`src/rtl/tpf_pkg.sv`:
```
package tpf_pkg;

    typedef enum logic [1:0] {
        HS_FULL  = 2'd0,
        HS_ROW   = 2'd1,
        HS_LINE  = 2'd2,
        HS_LINE2 = 2'd3
    } hs_mode_e;

    // 16-bit name entry, fields from bit 15 down to bit 0
    typedef struct packed {
        logic        pri;
        logic [1:0]  pal;
        logic        vflip;
        logic        hflip;
        logic [10:0] tile;
    } name_ent_t;

    localparam int TILE_W = 11;

    // plane size code: 0 -> smallest, 1 -> double, 2/3 -> quadruple
    function automatic logic [1:0] size_step(input logic [1:0] sel);
        return (sel == 2'd3) ? 2'd2 : sel;
    endfunction

endpackage

```
`src/rtl/tpf_scroll_stage.sv`:
```
module tpf_scroll_stage
    import tpf_pkg::*;
#(
    parameter int XW  = 9,
    parameter int YW  = 8,
    parameter int AW  = 15,
    parameter int VAW = 6
) (
    input  logic           clk,
    input  logic           rst_n,
    input  logic           req_valid,
    input  logic [XW-1:0]  req_x,
    input  logic [YW-1:0]  req_y,
    input  logic           req_plane,
    input  logic [1:0]     cfg_hmode,
    input  logic           cfg_vcol,
    input  logic [AW-1:0]  cfg_hs_base,
    output logic [AW-1:0]  hs_addr,
    output logic [VAW-1:0] vs_addr,
    output logic           s1_valid,
    output logic [XW-1:0]  s1_x,
    output logic [YW-1:0]  s1_y
);
    localparam int CW = XW - 4;

    typedef struct packed {
        logic          valid;
        logic [XW-1:0] x;
        logic [YW-1:0] y;
    } s1_t;

    s1_t s1_d, s1_q;
    logic [YW-1:0] line_sel;
    logic [CW-1:0] col_sel;

    always_comb begin
        case (hs_mode_e'(cfg_hmode))
            HS_FULL: line_sel = '0;
            HS_ROW:  line_sel = {req_y[YW-1:3], 3'b000};
            default: line_sel = req_y;
        endcase
        col_sel    = cfg_vcol ? req_x[XW-1:4] : '0;
        hs_addr    = cfg_hs_base + AW'({line_sel, req_plane});
        vs_addr    = VAW'({col_sel, req_plane});
        s1_d.valid = req_valid;
        s1_d.x     = req_x;
        s1_d.y     = req_y;
    end

    always_ff @(posedge clk or negedge rst_n) begin
        if (!rst_n) s1_q <= '0;
        else        s1_q <= s1_d;
    end

    assign s1_valid = s1_q.valid;
    assign s1_x     = s1_q.x;
    assign s1_y     = s1_q.y;

    assert_valid_chain_a_R11: assert property (@(posedge clk) disable iff (!rst_n)
        req_valid |=> s1_valid);

    assert_full_hs_entry_R6: assert property (@(posedge clk) disable iff (!rst_n)
        (req_valid && cfg_hmode == 2'd0) |-> ((hs_addr - cfg_hs_base) <= AW'(1)));

endmodule

```
`src/rtl/tpf_map_stage.sv`:
```
module tpf_map_stage
    import tpf_pkg::*;
#(
    parameter int XW = 9,
    parameter int YW = 8,
    parameter int AW = 15,
    parameter int OW = 10
) (
    input  logic          clk,
    input  logic          rst_n,
    input  logic          in_valid,
    input  logic [XW-1:0] in_x,
    input  logic [YW-1:0] in_y,
    input  logic [15:0]   hs_data,
    input  logic [15:0]   vs_data,
    input  logic [1:0]    cfg_wsel,
    input  logic [1:0]    cfg_hsel,
    input  logic [AW-1:0] cfg_nt_base,
    output logic [AW-1:0] nt_addr,
    output logic          s2_valid,
    output logic [2:0]    s2_fx,
    output logic [2:0]    s2_fy
);
    localparam int TW    = OW - 3;   // tile coordinate width
    localparam int SHMIN = OW - 5;   // log2 of tiles per row at smallest width

    typedef struct packed {
        logic       valid;
        logic [2:0] fx;
        logic [2:0] fy;
    } s2_t;

    s2_t s2_d, s2_q;
    logic [OW-1:0] px, py, wmask, hmask;
    logic [TW-1:0] tx, ty;
    logic [AW-1:0] row_off;

    function automatic logic [OW-1:0] size_mask(input logic [1:0] sel);
        logic [OW:0] one;
        one = (OW+1)'(1) << (OW - 2 + int'(size_step(sel)));
        return OW'(one - 1'b1);
    endfunction

    always_comb begin
        wmask   = size_mask(cfg_wsel);
        hmask   = size_mask(cfg_hsel);
        px      = (OW'(in_x) - hs_data[OW-1:0]) & wmask;
        py      = (OW'(in_y) + vs_data[OW-1:0]) & hmask;
        tx      = px[OW-1:3];
        ty      = py[OW-1:3];
        row_off = AW'(ty) << (SHMIN + int'(size_step(cfg_wsel)));
        nt_addr = cfg_nt_base + row_off + AW'(tx);
        s2_d.valid = in_valid;
        s2_d.fx    = px[2:0];
        s2_d.fy    = py[2:0];
    end

    always_ff @(posedge clk or negedge rst_n) begin
        if (!rst_n) s2_q <= '0;
        else        s2_q <= s2_d;
    end

    assign s2_valid = s2_q.valid;
    assign s2_fx    = s2_q.fx;
    assign s2_fy    = s2_q.fy;

    assert_valid_chain_b_R11: assert property (@(posedge clk) disable iff (!rst_n)
        in_valid |=> s2_valid);

    assert_nt_in_plane_R8: assert property (@(posedge clk) disable iff (!rst_n)
        in_valid |-> ((nt_addr - cfg_nt_base) <
            (AW'(1) << (2 * SHMIN + int'(size_step(cfg_wsel)) + int'(size_step(cfg_hsel))))));

endmodule

```
`src/rtl/tpf_pat_stage.sv`:
```
module tpf_pat_stage
    import tpf_pkg::*;
#(
    parameter int AW = 15
) (
    input  logic          clk,
    input  logic          rst_n,
    input  logic          in_valid,
    input  logic [2:0]    in_fx,
    input  logic [2:0]    in_fy,
    input  logic [15:0]   nt_data,
    input  logic [15:0]   pat_data,
    output logic [AW-1:0] pat_addr,
    output logic          out_valid,
    output logic [5:0]    out_color,
    output logic          out_pri,
    output logic          out_transp
);
    typedef struct packed {
        logic       valid;
        logic       pri;
        logic [1:0] pal;
        logic [1:0] nsel;
    } s3_t;

    s3_t s3_d, s3_q;
    name_ent_t ent;
    logic [2:0] row, col;
    logic [3:0] nib;

    always_comb begin
        ent      = name_ent_t'(nt_data);
        row      = ent.vflip ? ~in_fy : in_fy;
        col      = ent.hflip ? ~in_fx : in_fx;
        pat_addr = AW'({ent.tile, row, col[2]});
        s3_d.valid = in_valid;
        s3_d.pri   = ent.pri;
        s3_d.pal   = ent.pal;
        s3_d.nsel  = col[1:0];
    end

    always_ff @(posedge clk or negedge rst_n) begin
        if (!rst_n) s3_q <= '0;
        else        s3_q <= s3_d;
    end

    always_comb begin
        case (s3_q.nsel)
            2'd0:    nib = pat_data[15:12];
            2'd1:    nib = pat_data[11:8];
            2'd2:    nib = pat_data[7:4];
            default: nib = pat_data[3:0];
        endcase
        out_valid  = s3_q.valid;
        out_pri    = s3_q.pri;
        out_color  = {s3_q.pal, nib};
        out_transp = (nib == 4'd0);
    end

    assert_valid_chain_c_R1: assert property (@(posedge clk) disable iff (!rst_n)
        in_valid |=> out_valid);

    assert_palette_carry_R2: assert property (@(posedge clk) disable iff (!rst_n)
        in_valid |=> (out_color[5:4] == $past(nt_data[14:13]) && out_pri == $past(nt_data[15])));

endmodule

```
`src/rtl/tile_plane_fetch.sv`:
```
module tile_plane_fetch
    import tpf_pkg::*;
#(
    parameter int XW  = 9,
    parameter int YW  = 8,
    parameter int AW  = 15,
    parameter int VAW = 6,
    parameter int OW  = 10
) (
    input  logic           clk,
    input  logic           rst_n,
    input  logic           req_valid,
    input  logic [XW-1:0]  req_x,
    input  logic [YW-1:0]  req_y,
    input  logic           req_plane,
    input  logic [1:0]     cfg_hmode,
    input  logic           cfg_vcol,
    input  logic [1:0]     cfg_wsel,
    input  logic [1:0]     cfg_hsel,
    input  logic [AW-1:0]  cfg_nt_base,
    input  logic [AW-1:0]  cfg_hs_base,
    output logic [AW-1:0]  hs_addr,
    input  logic [15:0]    hs_data,
    output logic [VAW-1:0] vs_addr,
    input  logic [15:0]    vs_data,
    output logic [AW-1:0]  nt_addr,
    input  logic [15:0]    nt_data,
    output logic [AW-1:0]  pat_addr,
    input  logic [15:0]    pat_data,
    output logic           out_valid,
    output logic [5:0]     out_color,
    output logic           out_pri,
    output logic           out_transp
);
    logic          s1_valid, s2_valid;
    logic [XW-1:0] s1_x;
    logic [YW-1:0] s1_y;
    logic [2:0]    s2_fx, s2_fy;

    tpf_scroll_stage #(.XW(XW), .YW(YW), .AW(AW), .VAW(VAW)) u_scroll (
        .clk(clk), .rst_n(rst_n),
        .req_valid(req_valid), .req_x(req_x), .req_y(req_y), .req_plane(req_plane),
        .cfg_hmode(cfg_hmode), .cfg_vcol(cfg_vcol), .cfg_hs_base(cfg_hs_base),
        .hs_addr(hs_addr), .vs_addr(vs_addr),
        .s1_valid(s1_valid), .s1_x(s1_x), .s1_y(s1_y)
    );

    tpf_map_stage #(.XW(XW), .YW(YW), .AW(AW), .OW(OW)) u_map (
        .clk(clk), .rst_n(rst_n),
        .in_valid(s1_valid), .in_x(s1_x), .in_y(s1_y),
        .hs_data(hs_data), .vs_data(vs_data),
        .cfg_wsel(cfg_wsel), .cfg_hsel(cfg_hsel), .cfg_nt_base(cfg_nt_base),
        .nt_addr(nt_addr),
        .s2_valid(s2_valid), .s2_fx(s2_fx), .s2_fy(s2_fy)
    );

    tpf_pat_stage #(.AW(AW)) u_pat (
        .clk(clk), .rst_n(rst_n),
        .in_valid(s2_valid), .in_fx(s2_fx), .in_fy(s2_fy),
        .nt_data(nt_data), .pat_data(pat_data),
        .pat_addr(pat_addr),
        .out_valid(out_valid), .out_color(out_color),
        .out_pri(out_pri), .out_transp(out_transp)
    );

endmodule

```
`config.mk`:
```
export PLATFORM = sky130hd
export DESIGN_NAME = tile_plane_fetch
export DESIGN_NICKNAME = d
export VERILOG_FILES = /design/src/rtl/tpf_pkg.sv /design/src/rtl/tpf_scroll_stage.sv /design/src/rtl/tpf_map_stage.sv /design/src/rtl/tpf_pat_stage.sv /design/src/rtl/tile_plane_fetch.sv
export SDC_FILE = /design/constraint.sdc
export NUM_CORES = 1
export LEC_CHECK = 0
export ABC_AREA = 1
export CAP_MARGIN = 20
export CORE_UTILIZATION = 40
export CTS_BUF_LIST = sky130_fd_sc_hd__clkbuf_8
export DETAILED_ROUTE_END_ITERATION = 10
export HOLD_SLACK_MARGIN = 0.08
export PLACE_DENSITY = 0.81
export SYNTH_ARGS = -nofsm -noshare
export SYNTH_HDL_FRONTEND = slang
export SYNTH_SLANG_ARGS = --single-unit
export TNS_END_PERCENT = 20
```
`constraint.sdc`:
```
create_clock -name clk -period 4.6 [get_ports clk]
set_input_delay 0.69 -clock clk [delete_from_list [all_inputs] [get_ports clk]]
set_output_delay 0.69 -clock clk [all_outputs]
set_load 0.005 [all_outputs]
```
==> summary.md, run 1 <==
| Metric | Value |
|---|---|
| Chip Width | ~98 um |
| Via count | approximately 4200 |
| Total Wirelength | about 12 mm |
| Worst VDD drop | between 150 and 200 uV |
| Synthesized instance count | between 500 and 600 |
| Final Cycle Share | between 90% and 100% |
| Die H | 98.2 um |
| WHS | around 0.36 ns |
| Initial antenna violation count | 0 |
| Clock period minus worst slack | between 4 and 5 ns |
| CTS clk-pin slew, worst paths | about 0.060 ns |
| DP Cell Count | ~800 |
| Worst Hold Path EP | u_pat.out_valid |
| Cells on Worst Hold Path | 0 |
| Starting Density | 41.8% |
| Worst path arrival time | just under 4 ns |
| First-pass GRT wire length | 17.8 mm |
| DR WL/cell | approximately 15 um |
| CP peak stage delay | about 0.50 ns |
| Core area | slightly below 0.009 mm^2 |
| Critical path buffers and inverters | 5 |
| Status | finished, violations left |
| TritonCTS clock tree | built |
| Yosys reg bits | 31 |
| Dpl hpwl | 8.48 mm |
| First DRT Iteration DRCs | 152 |
| Post-Syn Area | between 0.003 and 0.004 mm^2 |
| Post-synth EDFFs | 0 |
| Remaining DRCs | 6 |
| R2R Setup Slk | between 3 and 4 ns |
| Top cell family by delay on the critical path | adder cells |
| Ratio of routed vias to standard cells | 5.09 |
| Pre-Repair DR Iteration Count | 10 |
| Critical Path RT | slightly below 4 ns |
| Layout cells sized above 1 | 24.2% |
| # rows | 34 |
| Worst hold start | u_map.s2_valid |
| Crit end category | output port |
| Area growth, synth to finish | 69.7% |
| Worst r2r src | u_scroll.s1_y[0] |
| Sequential fraction of the synthesis area | a little over a fifth |
| Final setup fails | 0 |
| Top_reg_cell synth | dfrtp_1 |
| Post-route insts no fill | between 800 and 900 |
| Die area | 0.00964 mm^2 |
| Clock Root Buffer | clkbuf_8 |
| Buffers on Ports | 147 |
| Slew Limit Fails | 0 |
| Setup TNS | 0 ns |
| Share of flip-flops with an asynchronous set or reset | 100% |
| Slowest CP cell | fa_1 |
| CTS Buf Count | 5 |
| Vias in the first global route | roughly 4300 |
| Max Root-Sink Buffers | 2 |
| Fin Clk Skew | between 0.003 and 0.004 ns |
| Total gr overflow | 0 |
| Filler cells | 635 |
| Final GP Congestion | just under 0.9 |
| Hold_buf cts | 0 |
| Sink Count | 31 |
| RSZ-0062 raised after global routing | yes |
| Setup CP Type | primary input to output port |
| Final ANT Viol Nets | 0 |
| Failing checks | design-rule violations |
| GRT Util Overall | 22.4% |
| PwrDens | about 290 mW/mm^2 |
| R2r endpoint | u_map.s2_fy[2] |
| Max-Cap Viols | 0 |
| Warnings, synthesis | 0 |
| Max Clk Rate | approximately 0.22 GHz |
| Clk_lat worst skew | about 0.27 ns |
| Nets | around 900 |
| ANT cells | 0 |
| Worst-path maximum fanout | 3 |
| Largest net degree at the start of global routing | 32 |
| I/O pins | 182 |
| Synth cell types | 37 |
| Htree depth | 2 |
| Hold/Removal Path Class | register to register |
| Critical path launch point type | primary input |
| Hold Vio Cnt, Final | 0 |
| Reg2Reg Depth | 5 |
| CP Cell Sequence | clkbuf_2, ha_4, fa_2, o21ai_4, buf_6, buf_6, xnor2_1, inv_1, fa_1, ha_4, fa_2, nand3_2, nand2_2, nand2_1, nand2_1, a21oi_2, xnor2_1, dlygate4sd2_1 |
| Post-Syn Area per Cell | 7.16 um^2 |
| Leakage | a little over 3 nW |
## cell type report
type                    instances  area (um^2)  area share (%)
multi-input cells             391         3090            49.3
repair buffers                199         1880            29.9
flip-flops and latches         31          776            12.4
inverters                      82          310            4.94
well taps                     108          135            2.15
clock buffers                   5         68.8            1.10
clock inverters                 3         16.3           0.259
## per-stage QoR
step / power [mW] / instance area, um^2 / util (%) / worst slack (ns)
after floorplan: 0.813 / 3710 / - / 0.539
after global placement: 1.34 / 5540 / 62.6 / -0.490
after detailed placement: 1.36 / 5540 / 62.6 / -0.536
after CTS: 1.65 / 5900 / 66.7 / -0.242
after global routing: 1.93 / 6280 / 70.9 / -0.117
final: 1.80 / 6280 / 70.9 / 0.0130
## cell families after synthesis
| logic type | count (synthesis) | synth area share [%] |
|---|---|---|
| AOI/OAI and AO/OA | 61 | 9.57 |
| xor gates and xnor gates | 37 | 8.76 |
| adders and majority gates | 57 | 21.5 |
| buffers and inverters | 98 | 11.5 |
| DFF | 31 | 21.0 |
| other | 2 | 0.203 |
| and+or+nand+nor | 231 | 27.5 |
## metal layers
metal | up-vias | global-route usage, % | part of all wire, %
met5 | - | 0 | 0
met4 | 0 | 7.46 | 2.7
met3 | 31 | 4.22 | 6.7
met2 | 165 | 43.8 | 53
met1 | 1945 | 23.8 | 37
li1 | 2029 | - | -
## how the worst max path moves through the flow
| stage | startpoint | end | slack (ns) | cells after the start |
|---|---|---|---|---|
| floorplan | hs_data[0] | nt_addr[13] | 0.54 | 15 |
| global placement | hs_data[0] | nt_addr[9] | -0.49 | 16 |
| detailed placement | vs_data[0] | nt_addr[12] | -0.54 | 17 |
| CTS | hs_data[4] | nt_addr[14] | -0.24 | 19 |
| global route | hs_data[0] | nt_addr[7] | -0.12 | 18 |
| finish | hs_data[0] | nt_addr[7] | 0.01 | 18 |
## worst register-to-register path, cell delays in order (launching register included)
cell and delay (ns):
dfrtp_1 0.33, ha_2 0.19, inv_2 0.05, fa_2 0.37, buf_4 0.14, xnor2_1 0.11
## where the power goes
part	total (mW)	leakage [nW]	internal [mW]	switching (mW)
clock network	0.197	0.0453	0.103	0.0941
registers	0.312	0.361	0.294	0.0185
logic	1.29	2.70	0.698	0.590
total	1.80	3.10	1.09	0.703
## placed cells by master, fill, tap and decap left out, types with 7 or more instances in the layout
cell             Yosys  routed
a21oi_1             30      15
a21oi_2              0      10
buf_4               15      48
clkdlybuf4s50_1      0     126
dfrtp_1             31      31
dlymetal6s2s_1       0      12
fa_1                11       8
ha_1                46      23
ha_4                 0      21
inv_1               82      72
inv_2                0      10
nand2_1            125     109
nand2_2              1      12
nand3_1             35      28
nand3_2              5      11
nand4_1              8       8
nor2_1              41      33
nor2_2               0       7
o21ai_0             10       7
xnor2_1             11      11
xor2_1              26      24
## registers in the layout, summed over array words and instances, names as in the netlist
register and count:
u_scroll.s1_valid 1, u_pat.s3_q 2, u_scroll.s1_y 8, u_pat.out_pri 1, u_map.s2_fy 3, u_map.s2_valid 1
u_pat.out_valid 1, u_pat.out_color 2, u_scroll.s1_x 9, u_map.s2_fx 3
## cell usage after synthesis, types with 2 or more instances
library cell    n  area, um^2
nand2_1       125         469
inv_1          82         308
ha_1           46         576
nor2_1         41         154
nand3_1        35         175
dfrtp_1        31         776
a21oi_1        30         150
xor2_1         26         228
buf_4          15         113
fa_1           11         220
xnor2_1        11        96.3
o21ai_0        10        50.1
nand4_1         8        50.1
nor3_1          6        30.0
nand3_2         5        50.1
o211ai_1        4        30.0
o21ai_1         4        20.0
nand3b_1        3        22.5
o21bai_1        3        22.5
a21o_1          2        15.0
conb_1          2        7.51
or2_0           2        12.5
## repair_timing
action | 4_1_cts | 5_1_grt
endpoints found under the setup margin | 12 | 12
setup buffers | 3 | 4
pin swaps | 18 | 44
gates resized for setup | 55 | 97
Power figures use the tool's default switching activity.
==> inputs of run 2 (changes only) <==
--- a/config.mk
+++ b/config.mk
@@ -7,11 +7,11 @@
 export LEC_CHECK = 0
 export ABC_AREA = 1
 export CAP_MARGIN = 20
-export CORE_UTILIZATION = 40
+export CORE_UTILIZATION = 30
 export CTS_BUF_LIST = sky130_fd_sc_hd__clkbuf_8
 export DETAILED_ROUTE_END_ITERATION = 10
 export HOLD_SLACK_MARGIN = 0.08
-export PLACE_DENSITY = 0.81
+export PLACE_DENSITY = 0.64
 export SYNTH_ARGS = -nofsm -noshare
 export SYNTH_HDL_FRONTEND = slang
 export SYNTH_SLANG_ARGS = --single-unit
==> summary.md, run 2 (synthesized netlist as in run 1, its figures left out) <==
| Metric | Value |
|---|---|
| Post-route insts no fill | 871 |
| Crit end category | output port |
| Critical path buffers and inverters | 7 |
| GRT Util Overall | ~17% |
| Clock share of power | a little over a tenth |
| Chip Width | 113 um |
| Final Cell Area | between 0.006 and 0.007 mm^2 |
| Final ANT Viol Nets | 0 |
| Die area | 0.0128 mm^2 |
| TritonCTS clock tree | built |
| GRT busiest layer | met2 |
| Met2 Use GR | between 30 and 40% |
| DP Cell Count | 843 |
| Critical Path RT | roughly 3.9 ns |
| Setup TNS | 0 ns |
| Buffers on Ports | 147 |
| Max Root-Sink Buffers | 2 |
| Hold_buf cts | 0 |
| Ratio of routed vias to standard cells | 4.68 |
| Max-Cap Viols | 0 |
| First DRT Iteration DRCs | about 110 |
| Slew Limit Fails | 0 |
| Starting Density | between 30% and 40% |
| DP Worst Slack | -0.541 ns |
| Sw Share | 38.7% |
| Max Clk Rate | 0.222 GHz |
| CTS clk-pin slew, worst paths | 0.06 ns |
| Largest net degree at the start of global routing | 32 |
| Layout cells sized above 1 | 25.3% |
| Core area | roughly 0.012 mm^2 |
| Via count | about 4100 |
| Layout Utilization | approximately 54% |
| Htree depth | 2 |
| Total Wirelength | approximately 12 mm |
| CTS Buf Count | 5 |
| Nets | 898 |
| P_sw | between 700 and 800 uW |
| Slowest CP cell | fa_1 |
| Clock Root Buffer | clkbuf_8 |
| Clk_lat worst skew | 0.27 ns |
| CP Cell Sequence | dlygate4sd2_1, ha_2, inv_2, fa_2, inv_2, nand3_2, nand2_4, buf_4, xor2_2, o22ai_2, fa_1, ha_4, buf_4, a21oi_1, or2_1, nand3_2, buf_6, xor2_1, buf_2 |
| Cell area after placement | between 0.005 and 0.006 mm^2 |
| Clock period minus worst slack | between 4 and 5 ns |
| Final GP Congestion | approximately 0.84 |
| DR WL/cell | between 10 and 15 um |
| Remaining DRCs | 0 |
| Sink Count | 31 |
| Die H | around 110 um |
| First-pass GRT wire length | 17.9 mm |
| Final Cycle Share | a little over nine tenths |
| Worst-path maximum fanout | 3 |
| GRT met1 Usage | between 10% and 20% |
| Hold Vio Cnt, Final | 0 |
| PwrDens | between 200 and 300 mW/mm^2 |
| Worst path arrival time | ~3.8 ns |
| Area growth, synth to finish | 74.8% |
| Top cell family by delay on the critical path | adder cells |
| Critical path launch point type | primary input |
| Status | complete, no violations |
| Leakage | about 3.2 nW |
| CP peak stage delay | 0.54 ns |
| Total internal power | roughly 1.1 mW |
| Setup CP Type | primary input to output port |
| Final setup fails | 0 |
| Dpl hpwl | approximately 8.8 mm |
| Fin Clk Skew | about 0.0034 ns |
| Worst VDD drop | between 100 and 150 uV |
| Seq pwr share | between 10% and 20% |
| Total gr overflow | 0 |
| Commonest non-fill, non-tap cells in the layout | clkdlybuf4s50_1 (122), nand2_1 (109), inv_1 (69) |
| Leading cell type in the layout, fill and taps excluded | clkdlybuf4s50_1 |
| I/O pins | about 180 |
| Pre-Repair DR Iteration Count | 4 |
| # rows | 40 |
| Hold/Removal Path Class | register to register |
| Max reg flops | 9 |
| Vias in the first global route | about 4200 |
| Initial antenna violation count | 4 |
| Gate power share | between 70% and 80% |
| GR Util met3 | around 3.0% |
| Fin worst setup slack | approximately 0.095 ns |
## run 2: cell types whose count changed in the layout (fill, tap and decap cells not counted), sizes merged, moves of 4 or more
cell	change
buf	+11
dlygate4sd2	+5
clkbuf	-4
clkdlybuf4s50	-4
diode	+4
## run 2: power groups by stage
stage,Sequential [mW],Clock (mW),Combinational [mW]
2_1_floorplan,0.306,0,0.507
3_3_place_gp,0.313,0,1.05
3_5_place_dp,0.313,0,1.06
4_1_cts,0.308,0.214,1.13
5_1_grt,0.313,0.226,1.45
6_report,0.311,0.203,1.33
## run 2: metrics by stage
stage	hold WS (ns)	power [mW]
floorplan	0.331	0.813
global placement	0.337	1.36
detailed placement	0.335	1.38
CTS	0.347	1.66
global route	0.348	1.99
finish	0.346	1.84
## run 2: what timing repair did
action / 4_1_cts / 5_1_grt
resized for setup: 59 / 108
pin swaps: 29 / 59
buffers inserted: 8 / 8
setup endpoints to repair: 12 / 12
## run 2: routing by layer
layer / vias to the layer above / share of wire [%]
li1: 2054 / -
met1: 1906 / 40
met2: 104 / 54
met3: 13 / 4.7
met4: 0 / 1.1
met5: - / 0
## run 2: worst paths after layout
| check | from | endpoint | slack [ns] | cells past startpoint |
|---|---|---|---|---|
| min in group asynchronous | rst_n | u_pat.out_color[4] | 0.80 | 2 |
| max in group asynchronous | rst_n | u_scroll.s1_y[6] | 3.51 | 2 |
| hold / removal | u_map.s2_valid | u_pat.out_valid | 0.35 | 0 |
| setup reg to reg | u_scroll.s1_x[0] | u_map.s2_fx[2] | 3.21 | 5 |
| setup / recovery | vs_data[0] | nt_addr[9] | 0.09 | 19 |
| hold reg to reg | u_map.s2_valid | u_pat.out_valid | 0.35 | 0 |
## run 2: final cells by class
type	count	area (um^2)
Fill cell	1079	5540
Multi-Input combinational cell	391	3150
Timing Repair Buffer	208	1950
Sequential cell	31	776
Inverter	82	308
Tap cell	147	184
Clock buffer	5	68.8
Clock inverter	3	20.0
Antenna cell	4	10.0
